## src/rtl/dotacc_pkg.sv

```systemverilog
package dotacc_pkg;

    // Kind of work carried from the multiply stage to the add stage
    typedef enum logic [1:0] {
        STEP_NONE  = 2'd0,
        STEP_DOT   = 2'd1,
        STEP_MERGE = 2'd2
    } step_e;

endpackage

```

## src/rtl/dotacc_mul.sv

```systemverilog
module dotacc_mul
    import dotacc_pkg::*;
#(
    parameter int LANES = 2,
    parameter int OP_W  = 8,
    parameter int ACC_W = 24
) (
    input  logic                   clk,
    input  logic                   rst_n,
    input  logic                   in_valid,
    input  logic                   in_clear,
    input  logic                   in_merge,
    input  logic [LANES*OP_W-1:0]  op_a,
    input  logic [LANES*OP_W-1:0]  op_b,
    input  logic [ACC_W-1:0]       peer,
    output step_e                  kind_o,
    output logic                   clr_o,
    output logic [ACC_W-1:0]       term_o
);
    localparam int PROD_W = 2 * OP_W;

    typedef struct packed {
        step_e              kind;
        logic               clr;
        logic [ACC_W-1:0]   term;
    } mul_st_t;

    mul_st_t          st_d, st_q;
    logic [ACC_W-1:0] prod [LANES];
    logic [ACC_W-1:0] dot_sum;

    for (genvar i = 0; i < LANES; i++) begin : g_lane
        logic signed [PROD_W-1:0] p;
        assign p       = $signed(op_a[i*OP_W +: OP_W]) * $signed(op_b[i*OP_W +: OP_W]);
        assign prod[i] = {{(ACC_W-PROD_W){p[PROD_W-1]}}, p};
    end

    always_comb begin
        dot_sum = '0;
        for (int i = 0; i < LANES; i++) begin
            dot_sum = dot_sum + prod[i];
        end
    end

    always_comb begin
        st_d = st_q;
        st_d.kind = STEP_NONE;
        if (in_valid) begin
            st_d.kind = in_merge ? STEP_MERGE : STEP_DOT;
            st_d.clr  = in_clear;
            st_d.term = in_merge ? peer : dot_sum;
        end
    end

    always_ff @(posedge clk) begin
        if (!rst_n) begin
            st_q <= '{kind: STEP_NONE, clr: 1'b0, term: '0};
        end else begin
            st_q <= st_d;
        end
    end

    assign kind_o = st_q.kind;
    assign clr_o  = st_q.clr;
    assign term_o = st_q.term;

    // a merge step forwards the peer sum untouched
    p_merge_fwd_r5: assert property (@(posedge clk) disable iff (!rst_n)
        (in_valid && in_merge) |=> (term_o == $past(peer) && kind_o == STEP_MERGE));

    // no step presented means nothing forwarded
    p_idle_none_r7: assert property (@(posedge clk) disable iff (!rst_n)
        !in_valid |=> (kind_o == STEP_NONE && $stable(term_o)));

endmodule

```

## src/rtl/dotacc_acc.sv

```systemverilog
module dotacc_acc
    import dotacc_pkg::*;
#(
    parameter int ACC_W = 24
) (
    input  logic              clk,
    input  logic              rst_n,
    input  step_e             kind_i,
    input  logic              clr_i,
    input  logic [ACC_W-1:0]  term_i,
    output logic [ACC_W-1:0]  acc_o,
    output logic              vld_o,
    output logic              ovf_o
);
    localparam int MSB = ACC_W - 1;

    typedef struct packed {
        logic [ACC_W-1:0] acc;
        logic             vld;
        logic             ovf;
    } acc_st_t;

    acc_st_t          st_d, st_q;
    logic             step_on;
    logic [ACC_W-1:0] sum;
    logic             wrap;

    assign step_on = (kind_i != STEP_NONE);

    always_comb begin
        sum  = st_q.acc + term_i;
        wrap = (st_q.acc[MSB] == term_i[MSB]) && (sum[MSB] != st_q.acc[MSB]);
        st_d = st_q;
        st_d.vld = step_on;
        if (step_on) begin
            if (clr_i) begin
                st_d.acc = term_i;
                st_d.ovf = 1'b0;
            end else begin
                st_d.acc = sum;
                st_d.ovf = st_q.ovf | wrap;
            end
        end
    end

    always_ff @(posedge clk) begin
        if (!rst_n) begin
            st_q <= '{acc: '0, vld: 1'b0, ovf: 1'b0};
        end else begin
            st_q <= st_d;
        end
    end

    assign acc_o = st_q.acc;
    assign vld_o = st_q.vld;
    assign ovf_o = st_q.ovf;

    // each forwarded step produces one valid pulse a cycle later
    p_valid_follow_r2: assert property (@(posedge clk) disable iff (!rst_n)
        step_on |=> vld_o);

    // a clear step loads its contribution and drops the flag
    p_clear_load_r4: assert property (@(posedge clk) disable iff (!rst_n)
        (step_on && clr_i) |=> (acc_o == $past(term_i) && !ovf_o));

    // the overflow flag survives every step that is not a clear
    p_ovf_sticky_r6: assert property (@(posedge clk) disable iff (!rst_n)
        (ovf_o && !(step_on && clr_i)) |=> ovf_o);

    // idle cycles hold the accumulator and emit no valid
    p_idle_hold_r7: assert property (@(posedge clk) disable iff (!rst_n)
        !step_on |=> ($stable(acc_o) && $stable(ovf_o) && !vld_o));

endmodule

```

## src/rtl/simd8_dot_acc.sv

```systemverilog
module simd8_dot_acc
    import dotacc_pkg::*;
#(
    parameter int LANES = 2,
    parameter int OP_W  = 8,
    parameter int ACC_W = 24
) (
    input  logic                   clk,
    input  logic                   rst_n,
    input  logic                   step_valid,
    input  logic                   step_clear,
    input  logic                   step_merge,
    input  logic [LANES*OP_W-1:0]  op_a,
    input  logic [LANES*OP_W-1:0]  op_b,
    input  logic [ACC_W-1:0]       peer_sum,
    output logic [ACC_W-1:0]       acc_out,
    output logic                   acc_valid,
    output logic                   acc_ovf
);
    step_e            s1_kind;
    logic             s1_clr;
    logic [ACC_W-1:0] s1_term;

    dotacc_mul #(.LANES(LANES), .OP_W(OP_W), .ACC_W(ACC_W)) u_mul (
        .clk      (clk),
        .rst_n    (rst_n),
        .in_valid (step_valid),
        .in_clear (step_clear),
        .in_merge (step_merge),
        .op_a     (op_a),
        .op_b     (op_b),
        .peer     (peer_sum),
        .kind_o   (s1_kind),
        .clr_o    (s1_clr),
        .term_o   (s1_term)
    );

    dotacc_acc #(.ACC_W(ACC_W)) u_acc (
        .clk    (clk),
        .rst_n  (rst_n),
        .kind_i (s1_kind),
        .clr_i  (s1_clr),
        .term_i (s1_term),
        .acc_o  (acc_out),
        .vld_o  (acc_valid),
        .ovf_o  (acc_ovf)
    );

    // a step is seen at the output exactly two edges later
    p_latency_r8: assert property (@(posedge clk) disable iff (!rst_n)
        step_valid |=> ##1 acc_valid);

endmodule

```

## config.mk

```make
export PLATFORM = sky130hd
export DESIGN_NAME = simd8_dot_acc
export DESIGN_NICKNAME = d
export VERILOG_FILES = /design/src/rtl/dotacc_pkg.sv /design/src/rtl/dotacc_mul.sv /design/src/rtl/dotacc_acc.sv /design/src/rtl/simd8_dot_acc.sv
export SDC_FILE = /design/constraint.sdc
export NUM_CORES = 1
export LEC_CHECK = 0
export ABC_CLOCK_PERIOD_IN_PS = 7100
export CAP_MARGIN = 20
export CORE_MARGIN = 5
export CORE_UTILIZATION = 50
export CTS_BUF_LIST = sky130_fd_sc_hd__clkbuf_4
export CTS_CLUSTER_SIZE = 20
export DETAILED_ROUTE_END_ITERATION = 16
export GPL_TIMING_DRIVEN = 0
export MAX_ROUTING_LAYER = met4
export PLACE_DENSITY = 0.7
export SKIP_CTS_REPAIR_TIMING = 1
export SKIP_LAST_GASP = 1
export SYNTH_ARGS = -nofsm -noshare
export SYNTH_HDL_FRONTEND = slang
export SYNTH_SLANG_ARGS = --single-unit
```

## constraint.sdc

```tcl
create_clock -name clk -period 7.1 [get_ports clk]
set_input_delay 2.13 -clock clk [delete_from_list [all_inputs] [get_ports clk]]
set_output_delay 2.13 -clock clk [all_outputs]
set_load 0.02 [all_outputs]
```

==> results by group <==
Status
  • Status: finished clean

Critical path
  • Crit Path Category: in2reg
  • Critical Path End: u_mul.term_o[15]$_SDFFE_PN0P_
  • Worst path most repeated cell: fa_1
  • Worst Setup End Kind: flip-flop
  • CP Launch Type: input pin
  • Arrival time at the worst endpoint: 7.29 ns
  • Worst Path Max Fanout: 8
  • Slowest-stage cell, CP: fa_1
  • WP data required: around 7.4 ns
  • R2r startpoint: u_mul.term_o[11]$_SDFFE_PN0P_
  • Largest stage delay on the critical path: 0.54 ns
  • Worst-path cell chain: clkbuf_2 -> and2_4 -> fa_1 -> inv_1 -> fa_1 -> inv_1 -> fa_1 -> fa_1 -> fa_1 -> inv_1 -> fa_1 -> inv_1 -> ha_4 -> o21ai_4 -> a211oi_4 -> and3_4 -> a211oi_4 -> o21bai_1 -> a21oi_1 -> xnor2_1 -> a21o_1
  • Reg2reg path depth: 9
  • Critical R2R Capture: u_acc.acc_o[23]$_SDFFE_PN0P_
  • Reg2reg setup slack: about 4.2 ns
  • Critical Path Start: op_a[13]

Final layout
  • Share of cells above drive strength 1: 7.932%
  • Area Growth Syn to Fin: 14.94%
  • Final Core Density: between 50% and 60%
  • FILL cells: 1,535
  • Finished layout cell area: 0.009826 mm2
  • # nets final: approximately 1,300

Logic synthesis
  • Register area share after synthesis: about an eighth
  • Post-Syn Nets: 1,243
  • Most numerous cell in the Yosys netlist: inv_1
  • Most frequent cells after synthesis: 179 x inv_1, 144 x fa_1, 80 x nand2_1
  • Post-synth EDFFs: 0
  • Synthesized cell area: 0.008548 mm2
  • Avg Inst Size Synth: ~8.9 um2
  • Synthesis-stage register bit count: 53
  • Async set-reset flop share out of synthesis: 0%
  • Mapped Cells: a little under 1,000
  • Synth top area cells: fa_1 34%, dfxtp_1 12%, ha_1 11%
  • Yosys warns: 0
  • Yosys cell types: 50
  • Main flop type after synthesis: dfxtp_1
  • Top-area cell type share of the netlist area: 33.72%
  • Largest area contributor in the netlist: fa_1

Die
  • Die Height: approximately 140 um
  • Io pins: between 80 and 90
  • Die ar.: between 0.015 and 0.02 mm2
  • Num rows: 47
  • Core ar.: approximately 0.017 mm2
  • Die W: about 140 um
  • Initial Utilization: just over 50%

Timing
  • Clock Skew: a little under 0.009 ns
  • Worst-Margin Slew: 0.8608 ns
  • Post-layout min period: about 7.0 ns
  • Final Hold Viols: 0
  • Final worst-path cycle share: 98.45%
  • Relative slew slack: approximately 42%
  • RSZ-0062 raised after global routing: yes
  • Final setup vio count: 0
  • Total negative setup slack: 0 ns
  • Slew Viols, Final: 0
  • Fmax achieved: roughly 140 MHz

Clock tree
  • CTS clk-pin slew, worst paths: about 0.16 ns
  • Clk_lat worst skew: between 0.3 and 0.4 ns
  • Root buf cell: clkbuf_4
  • Sink Count: between 50 and 60
  • Clk buf depth: 2
  • CTS Buf Count: 5
  • H-tree Lvls: 2
  • CTS tree: yes

Global routing
  • Vias in the first global route: 7,015
  • Largest net degree at the start of global routing: 18
  • Antenna violations before repair: 1
  • GR Overflow Total: 0
  • Global-route total usage across every layer: 22.19%
  • First-pass GRT wire length: about 35,000 um

Power
  • Lkg Pwr: roughly 4.7 nW
  • Peak VDD IR: a little over 0.5 mV
  • Pwr Density: around 550 mW/mm2

Routing
  • DR DRC count: 0
  • Final ANT Viol Nets: 0
  • Routed WL: 20,860 um
  • Via Count: 6,805
  • DR vias/cell: between 5 and 6
  • Wire per inst: approximately 16 um
  • TritonRoute pass-1 iters: 5
  • Iter 0 DRT Violations: 295

Placed design
  • Number of buffers added on ports: 83
  • DP HPWL: roughly 18,000 um
  • Placed cell area: around 0.0097 mm2
  • Final Wtd Congestion: about 0.93

Min path
  • Hold/Removal Path Class: reg2reg

Flow run
  • Number of max-cap violations: 0
-- logic make-up after synthesis --
group,synth area share [%]
AO/OA/AOI/OAI,12.34
XOR/XNOR,4.201
adder cells (fa/ha/maj),44.85
AND/OR/NAND/NOR,15.90
flip-flops,12.41
buffers and inverters,8.958
multiplexers,1.347
-- power breakdown --
part	switching (mW)	internal [mW]	leakage, nW	total, mW
Sequential	0.0610	0.363	0.437	0.424
Combinational	2.57	2.27	4.20	4.83
Clock	0.105	0.0398	0.0332	0.145
-- worst max-delay path: cells and delay by family --
| family | cells | cell delay [ns] |
|---|---|---|
| xor+xnor | 1 | 0.13 |
| simple gates | 2 | 0.42 |
| fa+ha+maj | 7 | 3.34 |
| compound gates | 6 | 0.86 |
| buf+inv | 5 | 0.40 |
-- cell usage in the layout, fill, tap and decap left out, types with 7 or more instances in the layout --
master,count
a21o_1,7
mux2i_1,10
ha_1,70
fa_1,141
a311oi_1,9
nor2_1,59
clkbuf_2,14
o21ai_1,9
dfxtp_1,53
o22ai_1,10
a211oi_1,8
a21oi_1,38
o211ai_1,10
buf_2,11
nor3_1,7
clkdlybuf4s50_1,52
nand3_1,15
and2_1,70
nand2_1,79
xnor2_1,32
nand2b_1,8
inv_1,178
o21ai_0,26
xor2_1,9
clkbuf_1,22
-- per-stage QoR --
| stage | power [mW] | hold WS (ns) | setup slack (ns) | cells |
|---|---|---|---|---|
| 6_report | 5.403 | 0.5040 | 0.1100 | 1280 |
| 4_1_cts | 4.753 | 0.5077 | -0.7142 | 1273 |
| 5_1_grt | 6.078 | 0.5310 | -0.05091 | 1280 |
| 2_1_floorplan | 3.743 | 0.4761 | -0.001695 | 962 |
| 3_3_place_gp | 4.501 | 0.4846 | -1.080 | 1265 |
| 3_5_place_dp | 4.578 | 0.4896 | -1.156 | 1265 |
-- how the worst min path moves through the flow --
stage                                 start                           end  slack [ns]  cells past startpoint
2_1_floorplan  u_mul.term_o[7]$_SDFFE_PN0P_  u_mul.term_o[7]$_SDFFE_PN0P_        0.48                      2
3_3_place_gp       u_acc.ovf_o$_SDFFE_PN0P_      u_acc.ovf_o$_SDFFE_PN0P_        0.48                      2
5_1_grt            u_acc.ovf_o$_SDFFE_PN0P_      u_acc.ovf_o$_SDFFE_PN0P_        0.53                      2
3_5_place_dp       u_acc.ovf_o$_SDFFE_PN0P_      u_acc.ovf_o$_SDFFE_PN0P_        0.49                      2
4_1_cts         u_acc.acc_o[1]$_SDFFE_PN0P_   u_acc.acc_o[1]$_SDFFE_PN0P_        0.51                      2
6_report        u_acc.acc_o[1]$_SDFFE_PN0P_   u_acc.acc_o[1]$_SDFFE_PN0P_        0.50                      2
-- per-layer routing --
layer	track usage, %	vias up	wire length [um]	share of wire [%]
li1	-	3274	-	-
met1	29.58	3297	9447	45
met2	36.82	205	10020	48
met3	2.370	29	1059	5.1
met4	5.099	0	335	1.6
met5	-	-	0	0
-- registers in the layout, summed over array words and instances (netlist names) --
signal / flops
u_mul.clr_o: 1
u_mul.term_o: 24
u_acc.acc_o: 24
u_acc.ovf_o: 1
u_mul.kind_o: 2
u_acc.vld_o: 1
-- cell type report --
| class | instances | area (um2) | share of cell area, % |
|---|---|---|---|
| buffer | 23 | 86.33 | 0.8786 |
| multi-input combinational | 705 | 6894 | 70.16 |
| clock buffer | 5 | 37.54 | 0.3820 |
| tap | 220 | 275.3 | 2.801 |
| clock inverter | 3 | 21.27 | 0.2165 |
| antenna | 1 | 2.502 | 0.02547 |
| timing repair buffer | 89 | 764.5 | 7.780 |
| inverter | 181 | 683.2 | 6.953 |
| sequential | 53 | 1061 | 10.80 |
No activity file was read; power rests on OpenSTA's default activity.
